<file path="src/rtl/ivc_pkg.sv">
package ivc_pkg;
  localparam int unsigned DATA_W  = 8;
  localparam int unsigned SRC_N   = 8;
  localparam logic [7:0] A_BASE   = 8'hB0;
  localparam logic [7:0] A_ENABLE = 8'hB2;
  localparam logic [7:0] A_STATUS = 8'hB4;
  localparam logic [7:0] A_CLEAR  = 8'hB6;
endpackage

</file>
<file path="src/rtl/ivc_regs.sv">
module ivc_regs
  import ivc_pkg::*;
#(
  parameter int unsigned DW   = DATA_W,
  parameter int unsigned NSRC = SRC_N
) (
  input  logic            clk,
  input  logic            rst_n,
  input  logic            mono_mode,
  input  logic            io_wr,
  input  logic [7:0]      io_addr,
  input  logic [DW-1:0]   io_wdata,
  input  logic [NSRC-1:0] raise_i,
  input  logic [NSRC-1:0] lower_i,
  output logic [DW-1:0]   base_q,
  output logic [NSRC-1:0] enable_q,
  output logic [NSRC-1:0] status_q,
  output logic [DW-1:0]   io_rdata
);
  localparam logic [DW-1:0] MONO_KEEP = {{(DW-3){1'b1}}, 3'b000};
  localparam logic [DW-1:0] COL_KEEP  = {{(DW-1){1'b1}}, 1'b0};
  localparam logic [DW-1:0] MONO_OR   = DW'(3);

  logic            base_we, en_we, clr_we;
  logic [DW-1:0]   base_d;
  logic [NSRC-1:0] clr_mask, status_d;

  always_comb begin
    base_we  = io_wr && (io_addr == A_BASE);
    en_we    = io_wr && (io_addr == A_ENABLE);
    clr_we   = io_wr && (io_addr == A_CLEAR);
    base_d   = io_wdata & (mono_mode ? MONO_KEEP : COL_KEEP);
    clr_mask = clr_we ? io_wdata[NSRC-1:0] : '0;
    status_d = (status_q & ~clr_mask & ~lower_i) | raise_i;
  end

  always_ff @(posedge clk or negedge rst_n) begin
    if (!rst_n) begin
      base_q   <= '0;
      enable_q <= '0;
      status_q <= '0;
    end else begin
      if (base_we) base_q <= base_d;
      if (en_we)   enable_q <= io_wdata[NSRC-1:0];
      status_q <= status_d;
    end
  end

  always_comb begin
    unique case (io_addr)
      A_BASE:   io_rdata = mono_mode ? (base_q | MONO_OR) : base_q;
      A_ENABLE: io_rdata = DW'(enable_q);
      A_STATUS: io_rdata = DW'(status_q);
      default:  io_rdata = '0;
    endcase
  end

  p_raise_sets_r5: assert property (@(posedge clk) disable iff (!rst_n)
    (|raise_i) |=> ((status_q & $past(raise_i)) == $past(raise_i)));
  p_ack_clears_r6: assert property (@(posedge clk) disable iff (!rst_n)
    clr_we |=> ((status_q & $past(clr_mask) & ~$past(raise_i)) == '0));
  p_mono_align_r3: assert property (@(posedge clk) disable iff (!rst_n)
    (base_we && mono_mode) |=> (base_q[2:0] == 3'b000));
  p_col_align_r4: assert property (@(posedge clk) disable iff (!rst_n)
    (base_we && !mono_mode) |=> (base_q[0] == 1'b0));
endmodule

</file>
<file path="src/rtl/ivc_prio.sv">
module ivc_prio #(
  parameter int unsigned NSRC = 8,
  localparam int unsigned IDXW = $clog2(NSRC)
) (
  input  logic            clk,
  input  logic            rst_n,
  input  logic [NSRC-1:0] pend,
  output logic            any,
  output logic [IDXW-1:0] idx
);
  logic [NSRC-1:0] grant;

  for (genvar n = 0; n < NSRC; n++) begin : g_grant
    if (n == NSRC-1) begin : g_top
      assign grant[n] = pend[n];
    end else begin : g_low
      assign grant[n] = pend[n] & ~(|pend[NSRC-1:n+1]);
    end
  end

  always_comb begin
    idx = '0;
    for (int n = 0; n < NSRC; n++)
      if (grant[n]) idx = IDXW'(n);
  end

  assign any = |pend;

  p_one_grant_r10: assert property (@(posedge clk) disable iff (!rst_n)
    $onehot0(grant));
  p_idx_pending_r10: assert property (@(posedge clk) disable iff (!rst_n)
    any |-> pend[idx]);
endmodule

</file>
<file path="src/rtl/ivc_gate.sv">
module ivc_gate #(
  parameter int unsigned DW   = 8,
  parameter int unsigned IDXW = 3
) (
  input  logic            clk,
  input  logic            rst_n,
  input  logic            pend_any,
  input  logic [IDXW-1:0] idx,
  input  logic [DW-1:0]   base_q,
  input  logic            boundary,
  input  logic            poll_block,
  input  logic            cpu_if,
  input  logic            irq_ack,
  output logic            wake,
  output logic            irq_req,
  output logic [DW-1:0]   irq_vector
);
  logic          poll_ok, req_d;
  logic [DW-1:0] vec_d;

  always_comb begin
    poll_ok = boundary && !poll_block;
    wake    = poll_ok && pend_any;
    if (irq_ack)             req_d = 1'b0;
    else if (wake && cpu_if) req_d = 1'b1;
    else                     req_d = irq_req;
    vec_d = base_q + DW'(idx);
  end

  always_ff @(posedge clk or negedge rst_n) begin
    if (!rst_n) begin
      irq_req    <= 1'b0;
      irq_vector <= '0;
    end else begin
      irq_req <= req_d;
      if (irq_ack) irq_vector <= vec_d;
    end
  end

  p_accept_drops_r10: assert property (@(posedge clk) disable iff (!rst_n)
    irq_ack |=> !irq_req);
  p_req_needs_if_r8: assert property (@(posedge clk) disable iff (!rst_n)
    $rose(irq_req) |-> $past(cpu_if && boundary && !poll_block));
  p_block_quiet_r9: assert property (@(posedge clk) disable iff (!rst_n)
    (boundary && poll_block && !irq_req) |=> !irq_req);
endmodule

</file>
<file path="src/rtl/irq_vector_ctrl.sv">
module irq_vector_ctrl
  import ivc_pkg::*;
(
  input  logic        clk,
  input  logic        rst_n,
  input  logic        mono_mode,
  input  logic        io_wr,
  input  logic [7:0]  io_addr,
  input  logic [7:0]  io_wdata,
  output logic [7:0]  io_rdata,
  input  logic [7:0]  raise_i,
  input  logic [7:0]  lower_i,
  input  logic        boundary,
  input  logic        poll_block,
  input  logic        cpu_if,
  input  logic        irq_ack,
  output logic        wake,
  output logic        irq_req,
  output logic [7:0]  irq_vector
);
  localparam int unsigned IDXW = $clog2(SRC_N);

  logic [1:0]        rst_sync;
  logic              rst_int_n;
  logic [DATA_W-1:0] base_q;
  logic [SRC_N-1:0]  enable_q, status_q, pend;
  logic              pend_any;
  logic [IDXW-1:0]   idx;

  always_ff @(posedge clk or negedge rst_n) begin
    if (!rst_n) rst_sync <= 2'b00;
    else        rst_sync <= {rst_sync[0], 1'b1};
  end
  assign rst_int_n = rst_sync[1];

  ivc_regs #(.DW(DATA_W), .NSRC(SRC_N)) u_regs (
    .clk(clk), .rst_n(rst_int_n), .mono_mode(mono_mode),
    .io_wr(io_wr), .io_addr(io_addr), .io_wdata(io_wdata),
    .raise_i(raise_i), .lower_i(lower_i),
    .base_q(base_q), .enable_q(enable_q), .status_q(status_q),
    .io_rdata(io_rdata)
  );

  assign pend = status_q & enable_q;

  ivc_prio #(.NSRC(SRC_N)) u_prio (
    .clk(clk), .rst_n(rst_int_n), .pend(pend), .any(pend_any), .idx(idx)
  );

  ivc_gate #(.DW(DATA_W), .IDXW(IDXW)) u_gate (
    .clk(clk), .rst_n(rst_int_n), .pend_any(pend_any), .idx(idx),
    .base_q(base_q), .boundary(boundary), .poll_block(poll_block),
    .cpu_if(cpu_if), .irq_ack(irq_ack), .wake(wake),
    .irq_req(irq_req), .irq_vector(irq_vector)
  );
endmodule

</file>
<file path="config.mk">
export PLATFORM = sky130hd
export DESIGN_NAME = irq_vector_ctrl
export DESIGN_NICKNAME = d
export VERILOG_FILES = /design/src/rtl/ivc_pkg.sv /design/src/rtl/ivc_regs.sv /design/src/rtl/ivc_prio.sv /design/src/rtl/ivc_gate.sv /design/src/rtl/irq_vector_ctrl.sv
export SDC_FILE = /design/constraint.sdc
export NUM_CORES = 1
export LEC_CHECK = 0
export ABC_AREA = 1
export BUFFER_PORTS_ARGS = -buffer_cell sky130_fd_sc_hd__buf_4
export CORE_ASPECT_RATIO = 0.9
export CORE_MARGIN = 2
export CORE_UTILIZATION = 55
export DETAILED_ROUTE_END_ITERATION = 6
export HOLD_SLACK_MARGIN = 0.08
export PLACE_DENSITY = 0.82
export SLEW_MARGIN = 10
export SYNTH_ARGS = -nofsm -noshare
export SYNTH_HDL_FRONTEND = slang
export SYNTH_SLANG_ARGS = --single-unit
</file>
<file path="constraint.sdc">
create_clock -name clk -period 1.8 [get_ports clk]
set_clock_uncertainty 0.15 [all_clocks]
set_input_delay 0.18 -clock clk [delete_from_list [all_inputs] [get_ports clk]]
set_output_delay 0.18 -clock clk [all_outputs]
set_load 0.005 [all_outputs]
</file>
== Yosys cells after proc, flatten, opt, wreduce, memory -nomap -nowiden ==
Cells that the tools add are included.

* Output and inout bits: 18
* Word-level logic and storage cells: 57
* Input bits: 40
* Register bits: 35

* Equal/unequal tests: 4
* $add $sub $neg: 1
* Bitwise logic cells: 19
* Multiplexer cells: 13
* Reductions and logical operators: 14

{| class="wikitable"
|+ Operators with widths
! cell !! number
|-
| bitwise AND 8 bit || 4
|-
| == test 8 bit, second input constant || 4
|-
| one-hot mux 8 bit (3 select lines) || 1
|-
| two-way mux 3 bit || 7
|-
| inverter 8 bit || 2
|-
| adder 8 x 3 -> 8 bit || 1
|-
| two-way mux 8 bit || 1
|-
| OR 8 bit || 1
|-
| OR reduction 8 bit || 1
|-
| bitwise AND 1 bit || 6
|-
| logical AND 1 bit || 6
|-
| inverter 1 bit || 6
|-
| OR reduction 6 bit || 1
|-
| OR reduction 5 bit || 1
|-
| OR reduction 4 bit || 1
|-
| two-way mux 1 bit || 3
|-
| OR reduction 3 bit || 1
|-
| two-way mux 2 bit || 1
|-
| nonzero test 2 bit || 1
|-
| OR reduction 2 bit || 1
|-
| logical NOT 1 bit || 1
|}

== Longest topological paths before layout ==
* Depth after elaboration: 12
* Gate-level depth with buffers: 10
* Gate-level depth less buffers: 10

== Hierarchy ==
From an unflattened synthesis, not the netlist that was laid out.

* Cells, all modules: 293
* Area total of the unflattened synthesis: 2113.3 µm²

{| class="wikitable"
|+ By module, submodules not included
! module !! area an instance (µm²) !! instances !! sequential area each (µm²) !! cells an instance
|-
| ivc_regs || 1355.0 || 1 || 575.6 || 183
|-
| ivc_gate || 570.5 || 1 || 225.2 || 79
|-
| irq_vector_ctrl || 113.9 || 1 || 50.0 || 19
|-
| ivc_prio || 73.8 || 1 || 0.0 || 12
|}

== Least setup slack after synthesis ==
No wires, ideal clock.

* Kind: register to register
* Start point: register u_regs.enable_q[6]
* End point: register u_gate.irq_vector[7]
* Library setup time: 0.128 ns
* Path slack: -0.090 ns
* Data required time: 1.522 ns
* Arrival time: 1.612 ns
* Cell stages (with the launch flop): 10
* Path through: dfrtp_1 nand2_1 nand2_1 o21bai_1 ha_1 fa_1 nand4_1 nor2_1 o21ai_0 o21ai_0

* Longest elaborated chain between the ends: 12
* Elaborated cells on any way between the ends: 25

{| class="wikitable"
|+ RTL lines
! what !! RTL line !! RTL
|-
| start, declared || ivc_regs.sv:16 || <nowiki>output logic [NSRC-1:0] enable_q,</nowiki>
|-
| start signal, assigned || ivc_regs.sv:44 || <nowiki>if (en_we) enable_q <= io_wdata[NSRC-1:0];</nowiki>
|-
| bitwise AND 8 bit * || irq_vector_ctrl.sv:44 || <nowiki>assign pend = status_q & enable_q;</nowiki>
|-
| OR reduction 6 bit || ivc_prio.sv:17 || <nowiki>assign grant[n] = pend[n] & ~(|pend[NSRC-1:n+1]);</nowiki>
|-
| inverter 1 bit || ivc_prio.sv:17 ||
|-
| bitwise AND 1 bit || ivc_prio.sv:17 ||
|-
| two-way mux 1 bit || ivc_prio.sv:24 || <nowiki>if (grant[n]) idx = IDXW'(n);</nowiki>
|-
| two-way mux 3 bit (4 in a row) || ivc_prio.sv:24 ||
|-
| two-way mux 3 bit * (2 in a row) || ivc_prio.sv:24 ||
|-
| adder 8 x 3 -> 8 bit * || ivc_gate.sv:27 || <nowiki>vec_d = base_q + DW'(idx);</nowiki>
|-
| end signal, assigned || ivc_gate.sv:36 || <nowiki>if (irq_ack) irq_vector <= vec_d;</nowiki>
|-
| end, declared || ivc_gate.sv:16 || <nowiki>output logic [DW-1:0] irq_vector</nowiki>
|}

Mark *: on every way between the ends. The rest lies on a longest branch, timed or not.
A chain may end at the register's enable or synchronous reset.

== Worst setup path in the final report ==
* Start point: register u_regs.status_q[7]
* End point: register u_gate.irq_vector[7]

* Longest elaborated chain between the ends: 12
* Elaborated cells on any way between the ends: 26

{| class="wikitable"
|+ RTL lines
! what !! RTL line !! RTL
|-
| start, declared || ivc_regs.sv:17 || <nowiki>output logic [NSRC-1:0] status_q,</nowiki>
|-
| start signal, assigned || ivc_regs.sv:45 || <nowiki>status_q <= status_d;</nowiki>
|-
| bitwise AND 8 bit * || irq_vector_ctrl.sv:44 ||
|-
| OR reduction 6 bit || ivc_prio.sv:17 ||
|-
| inverter 1 bit || ivc_prio.sv:17 ||
|-
| bitwise AND 1 bit || ivc_prio.sv:17 ||
|-
| two-way mux 1 bit || ivc_prio.sv:24 ||
|-
| two-way mux 3 bit (5 in a row) || ivc_prio.sv:24 ||
|-
| two-way mux 3 bit * || ivc_prio.sv:24 ||
|-
| adder 8 x 3 -> 8 bit * || ivc_gate.sv:27 ||
|}

Marked as above.

==> results.ini <==
[setup_path]
endpoint_kind = flop
crit_required_ps = 1820
crit_path_frequent_cell = o21ai_1
r2r_end = u_gate.irq_vector[7]
reg2reg_depth = 9
worstReg2RegStart = u_regs.status_q[7]
reg2reg_slack_ps = -330
cp.arrival_ps = 2160
crit_family = adder cells
cp_cell_sequence = nand2_2 -> nand2_4 -> o21bai_4 -> ha_4 -> fa_2 -> nand4_1 -> nor2_1 -> o21ai_1 -> o21ai_1
crit_path_start = u_regs.status_q[7]
worst-setup-path-type = flop to flop
worst-path-buf-inv = 0
cpMaxStageDelayCell = dfrtp_1
max_stage_delay_ps = 400
cp.depth = 9
cp-endpoint = u_gate.irq_vector[7]
critPathMaxFanout = 4
start_kind = flop

[run_status]
outcome = finished with violations
violations = negative setup slack

[finish]
final_common_cell = buf_4
num_antenna_cells = 0
layout-drive-gt1-share_pct = 34.7
fillers = 113
seq_area_um2 = 851
area_delta_synth_final_pct = 64.0
multiInputGateArea_um2 = 1030
fin_cells = 410
final_cell_mix = 85 x buf_4, 55 x nand2_1, 34 x dfrtp_1
fin_nets = 410

[power_and_ir_drop]
leakage_nw = 1.66
p_int_mw = 1.37
switching_share_pct = 30.1
power_density_nw_per_um2 = 618
ir_drop_mv = 0.486
seqPwrFrac_pct = 44.6
p_clk_share_pct = 30.0
power_frac_comb_pct = 25.4
p_total_mw = 1.95
p_sw_uw = 587

[die]
coreArea_um2 = 3350
design.portCount = 58
dieWidth_um = 66.4
rows = 20
start_util_pct = 57.4
fp.dieArea_um2 = 3990
die_h_um = 60.1

[placement]
place_inst = 358
io_buffers = 57
gp_congestion = 0.826
dp_hpwl_um = 3910

[global_route]
first_global_vias = 2119
grt_max_degree = 27
grt_util_all_layers_pct = 33.4
antenna_found_initial = 0
gr-total-overflow = 0
grt_pass1_wl_um = 9620

[logic_synthesis]
synth_nets = 287
syn_area_um2 = 1930
synth_seq_cells = 34
syn_area_per_cell_um2 = 7.89
synth_cell_types = 28
yosysWarnings = 0
yosysSeqAreaShare_pct = 44.2
synthCells = 244

[sta]
slew_violations = 0
whs_ps = 102
rsz0062_at_grt = true
period_share_pct = 118
setup-violations-final = 7
setup_ws_ps = -331
final-hold-violation-count = 0
period_needed_ps = 2130
fmax_ghz = 0.469

[clock_tree]
clock_sinks = 34
cts_buffers = 5
path_clk_slew_ps = 70
clock_latency_ps = 300
cts_tree = done
cts_root_buf = clkbuf_8
clockBufferDepth = 2
htreeDepth = 2

[job]
max_cap_viol_count = 0

[routing]
post_drt_wl_per_cell_um = 21.1
first_iter_violations = 327
finalWirelength_um = 8670
drcViolationCount = 0
vias = 2549
avgViaCountPerCell = 6.22
antenna_left = 0
dr.pass1.iters = 7

[worst_hold_path]
hold_class = flop to async pin

## routing by layer
metal / share of wire [%] / wire length (µm) / GRT usage, % / vias up
li1: - / - / - / 1042
met1: 33 / 2890 / 38.3 / 1170
met2: 47 / 4060 / 60.0 / 245
met3: 11 / 948 / 6.21 / 92
met4: 8.8 / 767 / 16.3 / 0
met5: 0 / 0 / 0 / -
## per-stage QoR
stage	setup slack, ps	TNS [ps]	instance area, µm²	util, %
global route	-370	-1280	3160	94.2
detailed placement	-84.4	-107	2540	75.7
finish	-331	-794	3160	94.2
CTS	-72.1	-125	2980	89.0
global placement	-38.3	-38.3	2540	75.7
floorplan	-5.38	-5.38	1930	-
## kinds of logic (layout without fill, tap and decap cells)
kind of cell             after synthesis  after routing  share of synthesized area, %
AND/OR/NAND/NOR                      126            126                          31.8
other                                  1              1                         0.195
adder cells (fa/ha/maj)                3              3                          2.34
AO/OA/AOI/OAI                         42             42                          13.2
flip-flops                            34             34                          44.2
buffers and inverters                 38            160                          8.32
## worst min path at each step
stage | depth (start not counted) | slack, ps | from | end
finish | 1 | 100 | rst_sync[1] | u_regs.enable_q[6]
global route | 1 | 130 | rst_sync[1] | u_regs.base_q[4]
CTS | 1 | 100 | rst_sync[1] | u_regs.status_q[3]
detailed placement | 1 | -190 | rst_n | rst_sync[0]
global placement | 1 | -190 | rst_n | rst_sync[0]
floorplan | 0 | -270 | rst_n | rst_sync[0]
## cell type report
type	count	area share, %
Multi-Input combinational cell	172	32.5
Timing Repair Buffer	121	32.3
Sequential cell	34	26.9
Inverter	33	3.92
Clock buffer	6	2.61
Tap cell	44	1.74
## power groups by stage
stage	registers (mW)	clock network (mW)	logic (mW)
floorplan	0.877	0	0.133
global placement	0.871	0	0.320
detailed placement	0.873	0	0.328
CTS	0.857	0.550	0.396
global route	0.872	0.599	0.524
finish	0.871	0.585	0.497
## synthesized netlist by cell type, drive strengths merged
cell / number / area (µm²)
nand2: 67 / 267
dfrtp: 34 / 851
inv: 33 / 124
nand3: 24 / 125
nor2: 22 / 130
o21ai: 20 / 100
o21bai: 9 / 67.6
nand4: 6 / 37.5
o211ai: 6 / 45.0
a21oi: 4 / 20.0
buf: 4 / 32.5
nor3: 4 / 31.3
ha: 2 / 25.0
o21a: 2 / 15.0
or2: 2 / 15.0
a31oi: 1 / 6.26
and3: 1 / 6.26
clkbuf: 1 / 3.75
conb: 1 / 3.75
fa: 1 / 20.0
## flip-flops by register name (all words and copies together), names as in the netlist
register / count
u_gate.irq_vector: 8
rst_sync: 2
u_gate.irq_req: 1
u_regs.status_q: 8
u_regs.enable_q: 8
u_regs.base_q: 7
## repair_timing
item | 4_1_cts | 5_1_grt
gates resized for setup | 6 | 28
hold buffers | 33 | 1
hold endpoints to repair | 37 | 1
pin swaps | 1 | 18
setup endpoints to repair | 4 | 12
buffers inserted | 3 | 11
(Power assumes the default switching activity.)
